[src/rtl/pio_irq_pkg.sv]
package pio_irq_pkg;
   localparam int          PIO_DATA_W   = 32;
   localparam logic [7:0]  OFF_DIR      = 8'h00;
   localparam logic [7:0]  OFF_LEVEL    = 8'h04;
   localparam logic [7:0]  OFF_SET      = 8'h0C;
   localparam logic [7:0]  OFF_CLR      = 8'h10;
   localparam logic [7:0]  OFF_IEN      = 8'h14;
   localparam logic [7:0]  OFF_ITYPE    = 8'h18;
   localparam logic [7:0]  OFF_IPOL     = 8'h1C;
   localparam logic [7:0]  OFF_IPEND    = 8'h20;
   localparam logic [7:0]  OFF_IMASK    = 8'h24;
endpackage

[src/rtl/pio_sync.sv]
module pio_sync #(
   parameter int WIDTH  = 8,
   parameter int STAGES = 2
) (
   input  logic             clk,
   input  logic             rst_n,
   input  logic [WIDTH-1:0] d,
   output logic [WIDTH-1:0] q
);
   if (STAGES < 2) begin : g_bad_stages
      $error("pio_sync: STAGES must be at least 2");
   end

   logic [STAGES-1:0][WIDTH-1:0] stg_q;

   always_ff @(posedge clk or negedge rst_n) begin
      if (!rst_n) stg_q <= '0;
      else        stg_q <= {stg_q[STAGES-2:0], d};
   end

   assign q = stg_q[STAGES-1];
endmodule

[src/rtl/pio_pin_irq.sv]
module pio_pin_irq (
   input  logic clk,
   input  logic rst_n,
   input  logic lvl,
   input  logic enable,
   input  logic level_mode,
   input  logic active_high,
   input  logic ack,
   output logic pending
);
   logic prev_q;
   logic sticky_q;
   logic rise, fall, edge_hit, level_hit;

   always_ff @(posedge clk or negedge rst_n) begin
      if (!rst_n) prev_q <= 1'b0;
      else        prev_q <= lvl;
   end

   assign rise      = lvl & ~prev_q;
   assign fall      = ~lvl & prev_q;
   assign edge_hit  = enable & ~level_mode & (active_high ? rise : fall);
   assign level_hit = enable & level_mode & (lvl == active_high);

   // new edge wins over a simultaneous acknowledge
   always_ff @(posedge clk or negedge rst_n) begin
      if (!rst_n)        sticky_q <= 1'b0;
      else if (edge_hit) sticky_q <= 1'b1;
      else if (ack)      sticky_q <= 1'b0;
   end

   assign pending = level_mode ? level_hit : sticky_q;
endmodule

[src/rtl/pio_irq_ctrl.sv]
module pio_irq_ctrl
   import pio_irq_pkg::*;
#(
   parameter int NUM_PINS       = 24,
   parameter bit DIR_ACTIVE_LOW = 1'b0,
   parameter int ADDR_W         = 6,
   parameter int SYNC_STAGES    = 2
) (
   input  logic                  clk,
   input  logic                  rst_n,
   input  logic                  bus_sel,
   input  logic                  bus_wr,
   input  logic [ADDR_W-1:0]     bus_addr,
   input  logic [PIO_DATA_W-1:0] bus_wdata,
   output logic [PIO_DATA_W-1:0] bus_rdata,
   input  logic [NUM_PINS-1:0]   pad_in,
   output logic [NUM_PINS-1:0]   pad_out,
   output logic [NUM_PINS-1:0]   pad_oe,
   output logic                  irq
);
   localparam logic [NUM_PINS-1:0] DIR_RST = DIR_ACTIVE_LOW ? {NUM_PINS{1'b1}} : '0;

   if (NUM_PINS < 1 || NUM_PINS > 31) begin : g_bad_pins
      $error("pio_irq_ctrl: NUM_PINS must be in 1..31");
   end
   if (ADDR_W < 6) begin : g_bad_addr
      $error("pio_irq_ctrl: ADDR_W must be at least 6");
   end

   logic [NUM_PINS-1:0] dir_q, out_q, ien_q, ityp_q, ipol_q, imsk_q;
   logic [NUM_PINS-1:0] pin_lvl, pend_vec, wd;
   logic                irq_q;
   logic                wen;
   logic                we_dir, we_set, we_clr, we_ien, we_ityp, we_ipol, we_pend, we_imsk;
   logic                unused_wd_hi;

   assign wd           = bus_wdata[NUM_PINS-1:0];
   assign unused_wd_hi = ^bus_wdata[PIO_DATA_W-1:NUM_PINS];
   assign wen          = bus_sel & bus_wr;

   assign we_dir  = wen && (bus_addr == ADDR_W'(OFF_DIR));
   assign we_set  = wen && (bus_addr == ADDR_W'(OFF_SET));
   assign we_clr  = wen && (bus_addr == ADDR_W'(OFF_CLR));
   assign we_ien  = wen && (bus_addr == ADDR_W'(OFF_IEN));
   assign we_ityp = wen && (bus_addr == ADDR_W'(OFF_ITYPE));
   assign we_ipol = wen && (bus_addr == ADDR_W'(OFF_IPOL));
   assign we_pend = wen && (bus_addr == ADDR_W'(OFF_IPEND));
   assign we_imsk = wen && (bus_addr == ADDR_W'(OFF_IMASK));

   // configuration registers
   always_ff @(posedge clk or negedge rst_n) begin
      if (!rst_n) begin
         dir_q  <= DIR_RST;
         out_q  <= '0;
         ien_q  <= '0;
         ityp_q <= '0;
         ipol_q <= '0;
         imsk_q <= '0;
      end else begin
         if (we_dir)  dir_q  <= wd;
         if (we_ien)  ien_q  <= wd;
         if (we_ityp) ityp_q <= wd;
         if (we_ipol) ipol_q <= wd;
         if (we_imsk) imsk_q <= wd;
         out_q <= (out_q | (we_set ? wd : '0)) & ~(we_clr ? wd : '0);
      end
   end

   // direction sense chosen at build time
   if (DIR_ACTIVE_LOW) begin : g_dir_low
      assign pad_oe = ~dir_q;
   end else begin : g_dir_high
      assign pad_oe = dir_q;
   end
   assign pad_out = out_q;

   pio_sync #(
      .WIDTH  (NUM_PINS),
      .STAGES (SYNC_STAGES)
   ) u_sync (
      .clk   (clk),
      .rst_n (rst_n),
      .d     (pad_in),
      .q     (pin_lvl)
   );

   for (genvar i = 0; i < NUM_PINS; i++) begin : g_pin
      pio_pin_irq u_pin (
         .clk         (clk),
         .rst_n       (rst_n),
         .lvl         (pin_lvl[i]),
         .enable      (ien_q[i]),
         .level_mode  (ityp_q[i]),
         .active_high (ipol_q[i]),
         .ack         (we_pend & wd[i]),
         .pending     (pend_vec[i])
      );
   end

   always_ff @(posedge clk or negedge rst_n) begin
      if (!rst_n) irq_q <= 1'b0;
      else        irq_q <= |(pend_vec & ien_q & imsk_q);
   end
   assign irq = irq_q;

   // read path
   always_comb begin
      bus_rdata = '0;
      if (bus_sel && !bus_wr) begin
         unique case (bus_addr)
            ADDR_W'(OFF_DIR):   bus_rdata = PIO_DATA_W'(dir_q);
            ADDR_W'(OFF_LEVEL): bus_rdata = PIO_DATA_W'(pin_lvl);
            ADDR_W'(OFF_IEN):   bus_rdata = PIO_DATA_W'(ien_q);
            ADDR_W'(OFF_ITYPE): bus_rdata = PIO_DATA_W'(ityp_q);
            ADDR_W'(OFF_IPOL):  bus_rdata = PIO_DATA_W'(ipol_q);
            ADDR_W'(OFF_IPEND): bus_rdata = PIO_DATA_W'(pend_vec);
            ADDR_W'(OFF_IMASK): bus_rdata = PIO_DATA_W'(imsk_q);
            default:            bus_rdata = '0;
         endcase
      end
   end
endmodule


[config.mk]
export PLATFORM = sky130hd
export DESIGN_NAME = pio_irq_ctrl
export DESIGN_NICKNAME = d
export VERILOG_FILES = /design/src/rtl/pio_irq_pkg.sv /design/src/rtl/pio_sync.sv /design/src/rtl/pio_pin_irq.sv /design/src/rtl/pio_irq_ctrl.sv
export SDC_FILE = /design/constraint.sdc
export NUM_CORES = 1
export LEC_CHECK = 0
export CAP_MARGIN = 40
export CORE_ASPECT_RATIO = 0.7
export CORE_MARGIN = 8
export CORE_UTILIZATION = 50
export DETAILED_ROUTE_END_ITERATION = 8
export DONT_BUFFER_PORTS = 1
export GPL_TIMING_DRIVEN = 0
export HOLD_SLACK_MARGIN = 0.12
export PLACE_DENSITY = 0.68
export SYNTH_ARGS = -nofsm -noshare
export SYNTH_HDL_FRONTEND = slang
export SYNTH_HIERARCHICAL = 1
export SYNTH_SLANG_ARGS = --single-unit
[constraint.sdc]
create_clock -name clk -period 1.9 [get_ports clk]
set_input_delay 0.19 -clock clk [delete_from_list [all_inputs] [get_ports clk]]
set_output_delay 0.19 -clock clk [all_outputs]
set_load 0.05 [all_outputs]
; ---- Yosys cells after proc, flatten, opt, wreduce, memory -nomap -nowiden
; Cells that the tools add are included.
[word_totals]
register_bits = 241
output_inout_bits = 81
[classes]
reduce_logical = 36
n_bitwise = 246
n_eq_ne = 32
muxes = 100
[op_table]
columns = operator, count
row1 = bitwise AND 1 bit, 169
row2 = one-hot mux 24 bit (7 select lines), 1
row3 = two-way mux 1 bit, 96
row4 = bitwise AND 24 bit, 3
row5 = two-way mux 24 bit, 3
row6 = inverter 1 bit, 72
row7 = nonzero test 2 bit, 24
row8 = == test 1 bit, 24
row9 = "== test 6 x 5 -> 1 bit, second input constant", 4
row10 = inverter 24 bit, 1
row11 = bitwise OR 24 bit, 1
row12 = OR reduction 24 bit, 1
row13 = "== test 6 bit, second input constant", 2
row14 = logical AND 1 bit, 9
row15 = "== test 6 x 3 -> 1 bit, second input constant", 1
row16 = "== test 6 x 4 -> 1 bit, second input constant", 1
row17 = logical NOT 6 bit, 1
row18 = logical NOT 1 bit, 1

; ---- Depth between registers and ports, before layout
; Gate-level depths: netlist (run 1).
[depth]
depth_word = 6
ltp_mapped = 8

; ---- Cells and area by module
; The synthesis (run 1) kept the hierarchy.
[by_module_without_submodules]
columns = mod, cells_each, seq_area_each_um2, instances, area_per_inst_um2
row1 = pio_irq_ctrl, 584, 3628.5, 1, 7362.1
row2 = pio_pin_irq, 11, 50.0, 24, 110.1
row3 = pio_sync, 72, 1201.2, 1, 1381.3

; ---- Worst setup path before layout (run 1)
; No wires, ideal clock.
[synth_path]
kind = input to output
startpoint = in bus_addr[1]
endpoint = out bus_rdata[13]
arrival_ps = 1944
path_stages = 6
path_buffers = 2
required_time_ps = 1710
path_slack_ps = -234
path_cell_list = nor4_1 nor2b_1 clkbuf_1 clkbuf_1 a222oi_1 nor2_1
[synth_via]
elab_chain_len = 3
elab_cells_between_ends = 9
cone_classes = eq/ne (6) / mux (2) / reduce/logical (1)
[synth_rtl]
columns = element, line
row1 = "start, declared", pio_irq_ctrl.sv:13  ; input logic [ADDR_W-1:0] bus_addr,
row2 = "== test 6 bit, or another cell as far along", pio_irq_ctrl.sv:110  ; unique case (bus_addr)
row3 = one-hot mux 24 bit (7 select lines) *, pio_irq_ctrl.sv:110
row4 = two-way mux 24 bit *, pio_irq_ctrl.sv:109  ; if (bus_sel && !bus_wr) begin
row5 = "end, declared", pio_irq_ctrl.sv:15  ; output logic [PIO_DATA_W-1:0] bus_rdata,
; Mark *: on every way between the ends. The rest lies on a longest branch, timed or not.

; ---- Final worst setup path (run 1)
[layout_path]
startpoint = reg u_sync.stg_q, in the netlist u_sync/q[22]
endpoint = out bus_rdata[22]
[layout_via]
elab_chain_len = 5
[layout_rtl]
columns = element, line
row1 = "start, declared", pio_sync.sv:14  ; logic [STAGES-1:0][WIDTH-1:0] stg_q;
row2 = "start signal, assigned", pio_sync.sv:18  ; else stg_q <= {stg_q[STAGES-2:0], d};
row3 = == test 1 bit, pio_pin_irq.sv:23  ; assign level_hit = enable & level_mode & (lvl == active_high);
row4 = bitwise AND 1 bit, pio_pin_irq.sv:23
row5 = two-way mux 1 bit, pio_pin_irq.sv:32  ; assign pending = level_mode ? level_hit : sticky_q;
row6 = net pend_vec[22], pio_irq_ctrl.sv:31  ; logic [NUM_PINS-1:0] pin_lvl, pend_vec, wd;
row7 = one-hot mux 24 bit (7 select lines), pio_irq_ctrl.sv:110
row8 = two-way mux 24 bit, pio_irq_ctrl.sv:109
; The timed path passes the listed nets, and every way through them passes these cells.

==> flow_summary.toml, run 1 <==
[power]
clkPwrFrac = 0.398
pwr-share-seq = 0.490
leakagePower_nw = 6.282
vdd_drop_max_mv = 0.8000
intPower_mw = 9.315
p_sw_mw = 3.329
power_density_nw_per_um2 = 907.7
power_frac_comb = 0.111
p_sw_frac = 0.2633

[global_routing]
grt-ovfl-total = 0
antenna_found_initial = 1
grt_pass1_vias = 8056
grt.total_usage = 0.2115
grt_start_max_net_pins = 242
grt_pass1_wl_um = 46710

[worst_setup_path]
crit_fanout = 2
worst_ep_arrival_time_ns = 2.19
startpoint_type = "flop"
path_class = "reg -> out"
crit_required_ns = 1.71
worstSetupEndpointType = "output pin"

[logic_synthesis]
synth_top_area_frac = 0.5297
ys_top_cells_by_area = "dfrtp_1 (53%), mux2_2 (17%), o32ai_2 (3.4%), a21oi_1 (3.2%), buf_4 (2.2%)"
yosys_warnings = 6
synth-async-reset-ratio = 1.000
synthFlopType = "dfrtp_1"
synthCells = 920
synth_edf_count = 0
synth_top_area_cell = "dfrtp_1"
ys_ff_latch = 241
avgSynthCellArea_um2 = 12.38
syn_area_um2 = 11390
synth_cell_types = 37
yosysSeqAreaShare = 0.5297

[layout]
multi_input_area_um2 = 5199
seq_area_um2 = 6075
fillers = 1751
post-route-util = 0.6190
nets = 1102
syn2layout_area_growth_pct = 22.34
drive_gt1_frac = 0.4135
fin_area_um2 = 13930

[hold_path]
holdCritPathClass = "in -> async"

[floorplan]
ios = 147
die_area_um2 = 27930
die_h_um = 142.3
die_x_um = 196.4
core_um2 = 22500
num_rows = 46
start_util = 0.5059

[cts]
cts.sinks = 241
clock_latency_ns = 0.52
htree_levels = 1
clockBufferDepth = 3
cts_tree = "done"
cts_root_buffer = "clkbuf_16"
cts_made_buffers = 25
cts.clk_slew.worst_paths_ns = 0.06
holdBufCountCts = 49

[sta]
hold_violations = 241
maxSlewHeadroom = 0.5256
setup_viol = 24
fin_tns_setup_ns = -8.534
fmax_mhz = 420.7
final.min_clock_period_ns = 2.377
fin_crit_sh = 1.251
slew_viol_final = 0
finClkSkew_ns = 0.01894
tightest_slew_ns = 0.7078
hold_ws_ns = -0.6264
rsz0062_at_grt = "true"
worst_slack_ns = -0.4768

[detailed_routing]
drt-total-wl_um = 30100
viasPerCell = 5.827
wl_per_cell_um = 22.05
drc = 0
dr.pass1.iters = 5
ant_nets = 0
via_count = 7954
first_iter_violations = 621

[status]
status = "finished, violations left"
violations = "negative hold slack, negative setup slack"

[place]
io_buffers = 0
dp_hpwl_um = 18980
gp_congestion = 0.8150
dpl_cell_area_um2 = 11900

[run]
drv_cap = 0
-- kinds of logic after synthesis --
logic type	Yosys count	synth area share
simple gates	160	0.08308
flops	241	0.5297
xor+xnor	24	0.01846
compound gates	179	0.1221
mux	192	0.1899
other cells	1	0.0003294
buf+inv	123	0.05648
-- metal layers --
metal  track usage  part of all wire
met1        0.3009              0.45
met2        0.3241              0.45
met3       0.04607             0.076
met4       0.05370             0.019
met5             0                 0
-- synth_stat cells, types with 24 or more instances --
library cell / instances
a22o_1: 24
xnor2_1: 24
nand3_1: 32
nor2_1: 50
a222oi_1: 24
a21oi_1: 72
and2_1: 25
inv_1: 48
dfrtp_1: 241
o32ai_2: 24
and3b_1: 25
mux2_2: 172
o21ai_0: 24
buf_4: 34
-- flip-flops by register name, summed over array words and instances, names as in the netlist --
signal                cells
ipol_q                   24
ityp_q                   24
g_pin.u_pin/prev_q       24
imsk_q                   24
irq                       1
u_sync/q                 24
u_sync/stg_q             24
ien_q                    24
pad_out                  24
pad_oe                   24
g_pin.u_pin/sticky_q     24
-- area by class of cell --
type | count | area share
Multi-Input combinational cell | 563 | 0.3732
Sequential cell | 241 | 0.4361
Tap cell | 312 | 0.02802
Clock inverter | 6 | 0.007815
Timing Repair Buffer | 105 | 0.06620
Buffer | 52 | 0.02380
Inverter | 48 | 0.01293
Clock buffer | 37 | 0.05174
Antenna cell | 1 | 0.0001796
-- power by group through the flow --
stage                     logic (mW)  clock network [mW]  registers, mW
after floorplan                0.875                   0           6.13
after global placement          1.02                   0           6.22
after detailed placement        1.05                   0           6.23
after CTS                       1.35                5.11           6.17
after global routing            1.52                5.30           6.25
final                           1.41                5.04           6.20
-- layout by cell type, fill, tap and decap left out, types with 4 or more instances in the layout --
master / instances
dfrtp_1: 206
mux2_2: 164
a21oi_1: 72
buf_4: 66
dlygate4sd3_1: 49
inv_1: 48
dfrtp_2: 35
nand3_1: 28
nor2_1: 26
and2_1: 25
and3b_1: 25
clkbuf_16: 25
a22o_1: 24
a222oi_1: 24
nor2_4: 24
o32ai_2: 24
mux2_1: 20
o21ai_2: 20
xnor2_1: 19
clkbuf_1: 17
buf_2: 13
and3_1: 9
mux2_4: 8
clkbuf_2: 8
conb_1: 8
buf_6: 6
a31oi_4: 5
clkbuf_8: 5
xnor2_2: 5
nand3_2: 4
o21ai_1: 4
-- worst max-delay path: stages, from the launching register on --
cell and delay, ns:
dfrtp_2 0.44, xnor2_2 0.15, nand3_1 0.08, o21ai_2 0.07
mux2_4 0.28, a222oi_1 0.49, nor2_4 0.17
-- path summary, 6_finish.rpt --
kind / start / to / slack, ns / depth (start not counted)
max: u_sync/q[22] / bus_rdata[22] / -0.48 / 6
min: rst_n / g_pin[19].u_pin/prev_q / -0.63 / 0
max reg2reg: ipol_q[9] / irq / 0 / 7
min reg2reg: u_sync/stg_q[3] / u_sync/q[3] / 0.35 / 0
max in group asynchronous: rst_n / pad_oe[10] / 1.89 / 0
min in group clk: bus_addr[0] / pad_out[2] / 0.13 / 3
-- per-stage QoR --
stage | cells | power, mW | setup slack, ns
floorplan | 927 | 7.009 | -0.01984
global placement | 1239 | 7.241 | -0.6837
detailed placement | 1241 | 7.280 | -0.6988
CTS | 1359 | 12.63 | -0.4662
global route | 1365 | 13.07 | -0.5305
finish | 1365 | 12.64 | -0.4768
-- what timing repair did --
action,in CTS,in global routing
endpoints found under the hold margin,433,241
gates resized for setup,117,44
setup buffers,48,13
pin swaps,66,62
endpoints found under the setup margin,25,41
Note: power is estimated with default switching activity, not from simulation.
==> run 2, diff against run 1 <==
--- a/config.mk
+++ b/config.mk
@@ -5,6 +5,7 @@
 export SDC_FILE = /design/constraint.sdc
 export NUM_CORES = 1
 export LEC_CHECK = 0
+export ABC_AREA = 1
 export CAP_MARGIN = 40
 export CORE_ASPECT_RATIO = 0.7
 export CORE_MARGIN = 8
==> flow_summary.toml, run 2 <==
[power]
pwr-share-seq = 0.471
intPower_mw = 9.279
power_density_nw_per_um2 = 848.4
power_frac_comb = 0.139
p_sw_frac = 0.2859
leakagePower_nw = 7.398
clkPwrFrac = 0.390
p_sw_mw = 3.716
vdd_drop_max_mv = 0.6541
power_mw = 12.99

[logic_synthesis]
synthFlopType = "dfrtp_1"
synthAdderAreaFrac = 0
synth.area.mux_share = 0
syn_area_um2 = 11860
avgSynthCellArea_um2 = 7.575
synth_top_area_frac = 0.5087
ys_ff_latch = 241
synth_compound_area_frac = 0.07599
ys_top_cells_by_area = "dfrtp_1 (51%), nand2_1 (15%), nor2_1 (6.3%), inv_1 (5.5%), nand3_1 (5.2%)"
yosys_warnings = 6
synth_edf_count = 0
synth-async-reset-ratio = 1.000
synth_top_family_by_area = "simple AND/OR/NAND/NOR gates"
synthCells = 1565
yosysSeqAreaShare = 0.5087
synthSimpleGateAreaFrac = 0.3104
synth_cell_types = 20
synth.most_common_cell = "nand2_1"
synth_common_cells = "nand2_1 (467), dfrtp_1 (241), nor2_1 (199)"
synth_top_area_cell = "dfrtp_1"
synth_xor_area_frac = 0

[sta]
worst_slack_ns = -0.2871
rsz0062_at_grt = "true"
fin_tns_setup_ns = -4.005
finClkSkew_ns = 0.01447
tightest_slew_ns = 0.8575
hold_ws_ns = -0.6411
slew_viol_final = 0
final.min_clock_period_ns = 2.187
hold_violations = 241
fin_crit_sh = 1.151
setup_viol = 24
maxSlewHeadroom = 0.4283
fmax_mhz = 457.2

[hold_path]
holdCritPathClass = "in -> async"

[worst_setup_path]
worst_ep_arrival_time_ns = 2.00
crit_buf_inv = 1
path_class = "reg -> out"
startpoint_type = "flop"
crit_family = "simple AND/OR/NAND/NOR gates"
worstSetupEndpointType = "output pin"
crit_path_frequent_cell = "nand2_1"
slowest_stage = "dfrtp_1"
crit_fanout = 3
path_cells = "inv_2 -> nor2_4 -> nor2_1 -> nand2_1 -> nand2_2 -> nand4_1 -> nand2_1 -> nor2_2 -> a21oi_4"
crit_required_ns = 1.71
max_stage_delay_ns = 0.42

[layout]
n_antenna_cell = 0
final_common_cell = "nand2_1"
drive_gt1_frac = 0.2456
syn2layout_area_growth_pct = 29.19
fillers = 1952
nets = 1848
final_cell_mix = "nand2_1 (441), dfrtp_1 (217), nor2_1 (155)"

[cts]
htree_levels = 1
holdBufCountCts = 52
cts_tree = "done"
cts.clk_slew.worst_paths_ns = 0.06
clock_latency_ns = 0.53
cts_made_buffers = 25
cts_root_buffer = "clkbuf_16"
clockBufferDepth = 3
cts.sinks = 241

[place]
dp_hpwl_um = 25630
io_buffers = 0
gp_congestion = 0.9003

[detailed_routing]
dr.pass1.iters = 6
drt-total-wl_um = 39990
first_iter_violations = 1257
ant_nets = 0
wl_per_cell_um = 18.88
viasPerCell = 5.533
via_count = 11720
drc = 0

[global_routing]
grt_pass1_vias = 11010
grt_pass1_wl_um = 61000
antenna_found_initial = 0
grt.total_usage = 0.2711
grt_start_max_net_pins = 242
grt-ovfl-total = 0

[floorplan]
die_h_um = 144.8
core_um2 = 23460
num_rows = 47
start_util = 0.5053
die_area_um2 = 28970
ios = 147
die_x_um = 200.0

[run]
drv_cap = 0

[status]
violations = "negative hold slack, negative setup slack"
status = "finished, violations left"
run 2: changes by cell type in the layout (fill, tap and decap cells not counted), sizes merged, moves of 93 or more:
cell / change
mux2: -192
o21ai: +96
nand3: +93
buf: +123
nand2: +465
inv: +130
nor2: +176
run 2: final timing paths:
path                            cells after the start        startpoint      endpoint  slack, ns
worst max register to register                     11       u_sync/q[6]           irq       0.01
worst max-delay path                                9         ipol_q[6]  bus_rdata[6]      -0.29
worst min-delay path                                0             rst_n    pad_out[2]      -0.64
min in group clk                                    5       bus_addr[3]     imsk_q[6]       0.20
worst min register to register                      0  u_sync/stg_q[21]  u_sync/q[21]       0.35
max in group asynchronous                           0             rst_n    pad_oe[13]       2.07
run 2: layout make-up:
class	instances	area [µm²]	area share
clock buffer	37	700.7	0.04575
tap	318	397.9	0.02598
inverter	179	671.9	0.04387
sequential	241	6061	0.3957
clock inverter	8	128.9	0.008414
buffer	94	591.8	0.03864
timing repair buffer	189	1583	0.1033
multi-input combinational	1052	5181	0.3383
run 2: logic make-up (layout without fill, tap and decap cells):
group                  after synthesis  after routing
AO/OA/AOI/OAI                      168            168
AND/OR/NAND/NOR                    876            876
flip-flops                         241            241
other                                1              8
buffers and inverters              279            507
run 2: per-layer routing:
metal  track usage  part of all wire  vias to the layer above
met5             0                 0                        -
met4       0.08147             0.028                        0
met3       0.07278              0.11                      102
met2        0.4158              0.45                      676
met1        0.3719              0.41                     5596
li1              -                 -                     5344
run 2: per-stage QoR:
| stage | area (µm²) | util | std cells | setup slack, ns |
|---|---|---|---|---|
| detailed placement | 12410 | 0.5289 | 1894 | -0.3245 |
| finish | 15320 | 0.6527 | 2118 | -0.2871 |
| CTS | 14920 | 0.6358 | 2097 | -0.1895 |
| global placement | 12370 | 0.5270 | 1890 | -0.4611 |
| floorplan | 11970 | - | 1572 | 0.01940 |
| global route | 15320 | 0.6527 | 2118 | -0.3870 |
run 2: what timing repair did:
item / CTS / global route
buffers inserted: 108 / 36
resized for setup: 122 / 84
setup endpoints to repair: 24 / 25
gates cloned: 0 / 0
endpoints found under the hold margin: 433 / 241
pin swaps: 83 / 98
run 2: power groups by stage:
stage | Combinational (mW) | Sequential [mW] | Clock [mW]
2_1_floorplan | 0.827 | 6.13 | 0
5_1_grt | 1.96 | 6.17 | 5.33
6_report | 1.80 | 6.13 | 5.07
3_3_place_gp | 1.03 | 6.22 | 0
3_5_place_dp | 1.07 | 6.23 | 0
4_1_cts | 1.62 | 6.11 | 5.10
